## config.mk

```make
export PLATFORM = sky130hd
export DESIGN_NAME = mac_irq_ctrl
export DESIGN_NICKNAME = d
export VERILOG_FILES = /design/src/rtl/mac_irq_pkg.sv /design/src/rtl/mac_irq_regif.sv /design/src/rtl/mac_irq_evtreg.sv /design/src/rtl/mac_irq_linemap.sv /design/src/rtl/mac_irq_ctrl.sv
export SDC_FILE = /design/constraint.sdc
export NUM_CORES = 1
export LEC_CHECK = 0
export ABC_CLOCK_PERIOD_IN_PS = 2050
export BUFFER_PORTS_ARGS = -buffer_cell sky130_fd_sc_hd__buf_2
export CORE_MARGIN = 3
export CORE_UTILIZATION = 55
export DETAILED_ROUTE_END_ITERATION = 10
export GPL_TIMING_DRIVEN = 0
export PLACE_DENSITY = 0.91
export SLEW_MARGIN = 20
export SYNTH_ARGS = -nofsm -noshare
export SYNTH_HDL_FRONTEND = slang
export SYNTH_HIERARCHICAL = 1
export SYNTH_SLANG_ARGS = --single-unit
```

## constraint.sdc

```tcl
create_clock -name clk -period 2.05 [get_ports clk]
set_input_delay 0.205 -clock clk [delete_from_list [all_inputs] [get_ports clk]]
set_output_delay 0.205 -clock clk [all_outputs]
set_load 0.03 [all_outputs]
```

## src/rtl/mac_irq_pkg.sv

```systemverilog
package mac_irq_pkg;
  localparam int DATA_W    = 32;
  localparam int ADDR_W    = 10;
  localparam int NUM_LINES = 13;

  // Register map (byte offsets)
  localparam logic [9:0] OFF_EVT   = 10'h004;
  localparam logic [9:0] OFF_MASK  = 10'h008;
  localparam logic [9:0] OFF_ECTL  = 10'h024;
  localparam logic [9:0] OFF_TXCTL = 10'h0C4;

  localparam int GS_BIT = 28;

  // Event bit carried by each output line
  function automatic int line_bit(input int line);
    case (line)
      0:       return 27;
      1:       return 26;
      2:       return 19;
      3:       return 20;
      4:       return 25;
      5:       return 24;
      6:       return 23;
      7:       return 21;
      8:       return 31;
      9:       return 28;
      10:      return 22;
      11:      return 29;
      default: return 30;
    endcase
  endfunction
endpackage

```

## src/rtl/mac_irq_regif.sv

```systemverilog
module mac_irq_regif
  import mac_irq_pkg::*;
#(
  parameter int AW = ADDR_W,
  parameter int DW = DATA_W
) (
  input  logic          bus_wr,
  input  logic          bus_rd,
  input  logic [AW-1:0] bus_addr,
  input  logic [DW-1:0] bus_wdata,
  input  logic [DW-1:0] evt_q,
  input  logic [DW-1:0] mask_q,
  output logic [DW-1:0] clr_vec,
  output logic          mask_we,
  output logic          gs_req,
  output logic          soft_rst,
  output logic [DW-1:0] bus_rdata
);
  logic hit_evt, hit_mask, hit_ectl, hit_txctl;

  assign hit_evt   = (bus_addr == AW'(OFF_EVT));
  assign hit_mask  = (bus_addr == AW'(OFF_MASK));
  assign hit_ectl  = (bus_addr == AW'(OFF_ECTL));
  assign hit_txctl = (bus_addr == AW'(OFF_TXCTL));

  assign clr_vec  = (bus_wr && hit_evt) ? bus_wdata : '0;
  assign mask_we  = bus_wr && hit_mask;
  assign gs_req   = bus_wr && hit_txctl && bus_wdata[0];
  assign soft_rst = bus_wr && hit_ectl && bus_wdata[0];

  always_comb begin
    bus_rdata = '0;
    if (bus_rd) begin
      if (hit_evt)       bus_rdata = evt_q;
      else if (hit_mask) bus_rdata = mask_q;
    end
  end
endmodule

```

## src/rtl/mac_irq_evtreg.sv

```systemverilog
module mac_irq_evtreg
  import mac_irq_pkg::*;
#(
  parameter int DW = DATA_W
) (
  input  logic          clk,
  input  logic          rst_n,
  input  logic [DW-1:0] evt_set,
  input  logic [DW-1:0] clr_vec,
  input  logic          gs_req,
  input  logic          soft_rst,
  input  logic          mask_we,
  input  logic [DW-1:0] mask_wdata,
  output logic [DW-1:0] evt_q,
  output logic [DW-1:0] mask_q
);
  logic [DW-1:0] raise;

  always_comb begin
    raise = evt_set;
    if (gs_req) raise[GS_BIT] = 1'b1;
  end

  // Sets take priority over clears and over the soft reset
  always_ff @(posedge clk or negedge rst_n) begin
    if (!rst_n) begin
      evt_q <= '0;
    end else if (soft_rst) begin
      evt_q <= raise;
    end else begin
      evt_q <= (evt_q & ~clr_vec) | raise;
    end
  end

  always_ff @(posedge clk or negedge rst_n) begin
    if (!rst_n) begin
      mask_q <= '0;
    end else if (soft_rst) begin
      mask_q <= '0;
    end else if (mask_we) begin
      mask_q <= mask_wdata;
    end
  end
endmodule

```

## src/rtl/mac_irq_linemap.sv

```systemverilog
module mac_irq_linemap
  import mac_irq_pkg::*;
#(
  parameter int DW = DATA_W,
  parameter int NL = NUM_LINES
) (
  input  logic          clk,
  input  logic          rst_n,
  input  logic [DW-1:0] evt_q,
  input  logic [DW-1:0] mask_q,
  output logic [NL-1:0] irq_lines
);
  logic [DW-1:0] active;
  logic          unused_bits;

  assign active      = evt_q & mask_q;
  assign unused_bits = ^active;

  for (genvar g = 0; g < NL; g++) begin : g_line
    localparam int SRC = line_bit(g);
    always_ff @(posedge clk or negedge rst_n) begin
      if (!rst_n) irq_lines[g] <= 1'b0;
      else        irq_lines[g] <= active[SRC];
    end
  end
endmodule

```

## src/rtl/mac_irq_ctrl.sv

```systemverilog
module mac_irq_ctrl
  import mac_irq_pkg::*;
#(
  parameter int AW = ADDR_W,
  parameter int DW = DATA_W,
  parameter int NL = NUM_LINES
) (
  input  logic          clk,
  input  logic          rst_n,
  input  logic          bus_wr,
  input  logic          bus_rd,
  input  logic [AW-1:0] bus_addr,
  input  logic [DW-1:0] bus_wdata,
  output logic [DW-1:0] bus_rdata,
  input  logic [DW-1:0] evt_set,
  output logic [NL-1:0] irq_lines
);
  logic [DW-1:0] evt_q, mask_q, clr_vec;
  logic          mask_we, gs_req, soft_rst;

  mac_irq_regif #(.AW(AW), .DW(DW)) u_regif (
    .bus_wr    (bus_wr),
    .bus_rd    (bus_rd),
    .bus_addr  (bus_addr),
    .bus_wdata (bus_wdata),
    .evt_q     (evt_q),
    .mask_q    (mask_q),
    .clr_vec   (clr_vec),
    .mask_we   (mask_we),
    .gs_req    (gs_req),
    .soft_rst  (soft_rst),
    .bus_rdata (bus_rdata)
  );

  mac_irq_evtreg #(.DW(DW)) u_evtreg (
    .clk        (clk),
    .rst_n      (rst_n),
    .evt_set    (evt_set),
    .clr_vec    (clr_vec),
    .gs_req     (gs_req),
    .soft_rst   (soft_rst),
    .mask_we    (mask_we),
    .mask_wdata (bus_wdata),
    .evt_q      (evt_q),
    .mask_q     (mask_q)
  );

  mac_irq_linemap #(.DW(DW), .NL(NL)) u_linemap (
    .clk       (clk),
    .rst_n     (rst_n),
    .evt_q     (evt_q),
    .mask_q    (mask_q),
    .irq_lines (irq_lines)
  );
endmodule

```

Word-level counts from Yosys, hierarchy flattened
Index checks and enable logic that the tools add are counted.
{"block": "op_classes", "addsub": 0, "multipliers": 0, "div": 0, "magnitude_cmp": 0, "n_eq_ne": 4, "shifts": 0, "mux": 8, "bitwise_logic": 4, "n_reduce_logical": 7}
{"cell": "2-to-1 mux 32 bit", "count": 7}
{"cell": "bitwise AND 32 bit", "count": 2}
{"cell": "inverter 32 bit", "count": 1}
{"cell": "bitwise OR 32 bit", "count": 1}
{"cell": "equality test 10 x 3 -> 1 bit (second input constant)", "count": 1}
{"cell": "equality test 10 x 4 -> 1 bit (second input constant)", "count": 1}
{"cell": "equality test 10 x 6 -> 1 bit (second input constant)", "count": 1}
{"cell": "equality test 10 x 8 -> 1 bit (second input constant)", "count": 1}
{"cell": "logical AND 1 bit", "count": 6}
{"cell": "nonzero test 2 bit", "count": 1}
{"cell": "2-to-1 mux 1 bit", "count": 1}
{"block": "totals", "register_bits": 77, "latch_bits": 0, "mem_bits_rw": 0, "mem_bits_ro": 0, "out_inout_bits": 45, "elab_cells": 38, "n_memories": 0}

Depth between registers and ports, before layout
{"block": "depth", "depth_word": 7, "mapped_depth": 8, "ltp_nobuf": 5}

Hierarchy
The synthesis kept the hierarchy.
{"module": "mac_irq_evtreg", "instances": 1, "cells_each": 203, "area_each_um2": 2627.5, "seq_area_each_um2": 1601.5}
{"module": "mac_irq_regif", "instances": 1, "cells_each": 125, "area_each_um2": 739.5, "seq_area_each_um2": 0.0}
{"module": "mac_irq_linemap", "instances": 1, "cells_each": 26, "area_each_um2": 406.6, "seq_area_each_um2": 325.3}

Worst setup path before layout
Ideal clock, no wire load.
{"block": "synth_path", "kind": "input to register", "from": "input bus_addr[1]", "to": "register u_evtreg.evt_q[25]", "arrival_time_ps": 1610, "path_slack_ps": 316, "stages": 8, "path_buffers": 3, "cell_sequence": "nor4b_4 -> buf_4 -> nand3_1 -> nor2_1 -> buf_6 -> buf_6 -> nor3b_2 -> or2_1"}
{"block": "synth_between", "word_cells_on_any_way": 10}
{"item": "from (decl)", "line_no": "mac_irq_ctrl.sv:12", "rtl": "input logic [AW-1:0] bus_addr,"}
{"item": "equality test 10 x 6 -> 1 bit", "line_no": "mac_irq_regif.sv:23", "rtl": "assign hit_ectl = (bus_addr == AW'(OFF_ECTL));"}
{"item": "logical AND 1 bit (2 in series)", "line_no": "mac_irq_regif.sv:29", "rtl": "assign soft_rst = bus_wr && hit_ectl && bus_wdata[0];"}
{"item": "net soft_rst", "line_no": "mac_irq_ctrl.sv:19", "rtl": "logic mask_we, gs_req, soft_rst;"}
{"item": "2-to-1 mux 32 bit", "line_no": "mac_irq_evtreg.sv:28", "rtl": "end else if (soft_rst) begin"}
{"item": "to (signal assigned)", "line_no": "mac_irq_evtreg.sv:29", "rtl": "evt_q <= raise;"}
{"item": "to (signal assigned)", "line_no": "mac_irq_evtreg.sv:31", "rtl": "evt_q <= (evt_q & ~clr_vec) | raise;"}
{"item": "to (decl)", "line_no": "mac_irq_evtreg.sv:14", "rtl": "output logic [DW-1:0] evt_q,"}
The timed path passes the listed nets, and every way through them passes these cells.
A chain may end at the register's enable or synchronous reset.

Worst setup path in the final report
{"block": "layout_path", "from": "input bus_addr[1]", "to": "output bus_rdata[1]"}
{"block": "layout_between", "elab_chain_len": 4, "word_cells_on_any_way": 5}
{"item": "equality test 10 x 4 -> 1 bit", "line_no": "mac_irq_regif.sv:22", "rtl": "assign hit_mask = (bus_addr == AW'(OFF_MASK));"}
{"item": "2-to-1 mux 32 bit", "line_no": "mac_irq_regif.sv:35", "rtl": "else if (hit_mask) bus_rdata = mask_q;"}
{"item": "2-to-1 mux 32 bit (*)", "line_no": "mac_irq_regif.sv:34", "rtl": "if (hit_evt) bus_rdata = evt_q;"}
{"item": "2-to-1 mux 32 bit (*)", "line_no": "mac_irq_regif.sv:33", "rtl": "if (bus_rd) begin"}
{"item": "to (decl)", "line_no": "mac_irq_ctrl.sv:14", "rtl": "output logic [DW-1:0] bus_rdata,"}
Mark *: on every way between the ends. The rest lies on a longest branch, timed or not.

==> reports/metrics.csv <==
metric;value;unit
Via density;5.622;
hold path depth;2;
sequential power share;0.512;
Chip Width;88.83;µm
Final Hold Fails;0;
area of the multi-input gates;1660;µm²
num ports;123;
final worst path period need;1.912;ns
Clock Path Buffers;2;
flops & latches, synth;77;
Seq. cell area;1927;µm²
Reg clk slew, reported paths;0.08;ns
Ys Warns;6;
Worst path max stage delay;0.56;ns
Synth Instances;354;
largest net degree at the start of global routing;46;
crit-path cells;buf_2 -> nor4b_2 -> buf_2 -> a22oi_1 -> nor2_1 -> buf_2;
placed inst area;4503;µm²
Area growth, synth to finish;25.56;%
synth cell count leaders;dfrtp_1, nor2_1, a22oi_1, and3_1, mux2i_1;
crit start category;primary input;
mapped cell area;3774;µm²
worst slew pin tran;0.5799;ns
Bufs and invs on worst path;3;
Num CTS Buffers;9;
vias;3210;
Power Density;633.2;nW/µm²
Worst Path Max Fanout;10;
WL met2;4911;µm
Final nets;567;
share of the synthesized area in the top cell type;0.5106;
final setup violation count;0;
placed insts;554;
largest cells by area after synthesis;dfrtp_1, mux2i_1, nor2_1;
worst hold slack;0.04464;ns
crit-path leading delay family;buffers and inverters;
GRT overflow;0;
row cnt;29;
# DRC;0;
max-slew violations;0;
number of synthesized flops with an enable pin;0;
die area;7891;µm²
Total GRT Usage;0.2583;
metal3 WL;668;µm
Filler cells;462;
Slew headroom;0.6124;
initial antenna violation count;0;
ant diodes;0;
Top Layer Used;met4;
Initial Util;0.5810;
cell area after layout;4738;µm²
Post-DP HPWL;7122;µm
Leak Pwr;2.247;nW
RSZ-0062 raised after global routing;false;
Port Buffers;122;
Post-CTS Repair Setup Buffers;0;
cell taking the most area after synthesis;dfrtp_1;
Psw;666.5;µW
crit path capture type;output port;
most common flop cell mapped by yosys;dfrtp_1;
first-pass GRT wire length;15390;µm
CTS tree;yes;
ratio of final minimum period to clock period;0.9328;
combinational power share;0.066;
sw frac;0.2221;
final core utilization;0.7295;
Post-Route WL;9705;µm
register area share after synthesis;0.5106;
CP dominant cell by count;buf_2;
die height;88.83;µm
clock share of power;0.422;
CTS root buf;clkbuf_8;
Detail Route Antenna Nets;0;
core box area;6495;µm²
wire per inst;17.00;µm
share of cells above drive strength 1;0.3462;
H-tree depth reported by CTS;3;
clock skew;0.01237;ns
CTS Sinks;77;
Worst Hold Class;in2reg;
Crit path depth;6;
Data arrival, critical path;1.71;ns
Netlist cell types;23;
cell internal pwr;2.334;mW
syn nets;432;
Worst VDD drop;0.3490;mV
Slowest cell on crit path;nor4b_2;
Syn Area/Cell;10.66;µm²
ys async rst share;1.000;
drt initial violations;181;
CP Class;in2out;
Pre-antenna DRT Iters;4;
WL met1;3945;µm
max-cap violation count;0;
vias in the first global route;3276;
Highest Clock Rate;522.9;MHz
status;complete, no violations;
most numerous cell in the Yosys netlist;dfrtp_1;
Final Wtd Congestion;0.8136;
Non-Filler Instances;571;
clk_lat worst skew;0.34;ns
R2R depth;2;
CP required;1.85;ns
==> per-stage QoR <==
step	setup WS (ns)	TNS, ns	power, mW
3_3_place_gp	-0.1921	-7.367	1.752
6_report	0.1378	0	3.000
4_1_cts	0.1105	0	3.035
5_1_grt	0.01963	0	3.124
2_1_floorplan	0.3156	0	1.622
3_5_place_dp	-0.2657	-10.92	1.763
==> layer usage <==
metal	GRT usage	vias to the layer above
met2	0.4359	149
met5	0	-
met3	0.05307	16
met4	0.1044	0
li1	-	1492
met1	0.3237	1553
==> cells in the final DEF, fill, tap and decap left out <==
cell and n:
buf_8 3, nand3_1 2, dlygate4sd3_1 1, clkinvlp_4 1
nor4b_4 1, mux2i_1 32, clkbuf_1 8, bufinv_16 2
buf_4 6, buf_12 1, nand3b_1 1, nor3b_2 5
or3_1 1, or2_2 6, nor3b_1 27, nor4b_2 1
or2_1 25, nor2_1 69, nand2_1 1, clkinv_2 2
nor4_4 1, clkbuf_2 1, clkinv_4 1, dfrtp_1 77
and2_1 14, a22oi_1 32, and3_1 32, nand4_1 1
buf_6 4, buf_2 126, clkbuf_8 10
==> power groups by stage <==
stage          Sequential [mW]  Combinational (mW)  Clock [mW]
4_1_cts                   1.54               0.198        1.30
2_1_floorplan             1.57              0.0473           0
5_1_grt                   1.54               0.217        1.37
3_3_place_gp              1.57               0.185           0
6_report                  1.54               0.197        1.27
3_5_place_dp              1.57               0.196           0
==> worst paths after layout <==
check,from,endpoint,slack [ns]
worst max-delay path,bus_addr[1],bus_rdata[1],0.14
worst min-delay path,evt_set[6],u_evtreg/evt_q[6]$_DFF_PN0_,0.04
worst max register to register,u_evtreg/evt_q[28]$_DFF_PN0_,u_evtreg/evt_q[28]$_DFF_PN0_,1.09
worst min register to register,u_evtreg/mask_q[22]$_DFFE_PN0P_,u_linemap/irq_lines[10]$_DFF_PN0_,0.50
max in group asynchronous,rst_n,u_evtreg/mask_q[22]$_DFFE_PN0P_,1.12
min in group asynchronous,rst_n,u_evtreg/evt_q[23]$_DFF_PN0_,0.34
==> repair_timing <==
action                                  4_1_cts  5_1_grt
endpoints found under the setup margin        0        7
endpoints found under the hold margin        32        0
gates resized for setup                       0        2
hold buffers                                  1        0
==> registers in the layout, summed over array words and instances (netlist names) <==
signal	count
u_linemap/irq_lines	13
u_evtreg/mask_q	32
u_evtreg/evt_q	32
==> layout make-up <==
class	instances	area share
Timing Repair Buffer	124	0.1357
Sequential cell	77	0.4067
Clock buffer	10	0.02905
Buffer	26	0.03961
Multi-Input combinational cell	251	0.3504
Tap cell	77	0.02033
Clock inverter	6	0.01822
==> logic make-up (layout without fill, tap and decap cells) <==
logic type	count (synthesis)	in the layout	share of synthesized area
simple gates	187	187	0.2914
flops	77	77	0.5106
compound gates	32	32	0.06366
mux	32	32	0.08488
buf+inv	26	166	0.04940
(Power assumes the default switching activity.)
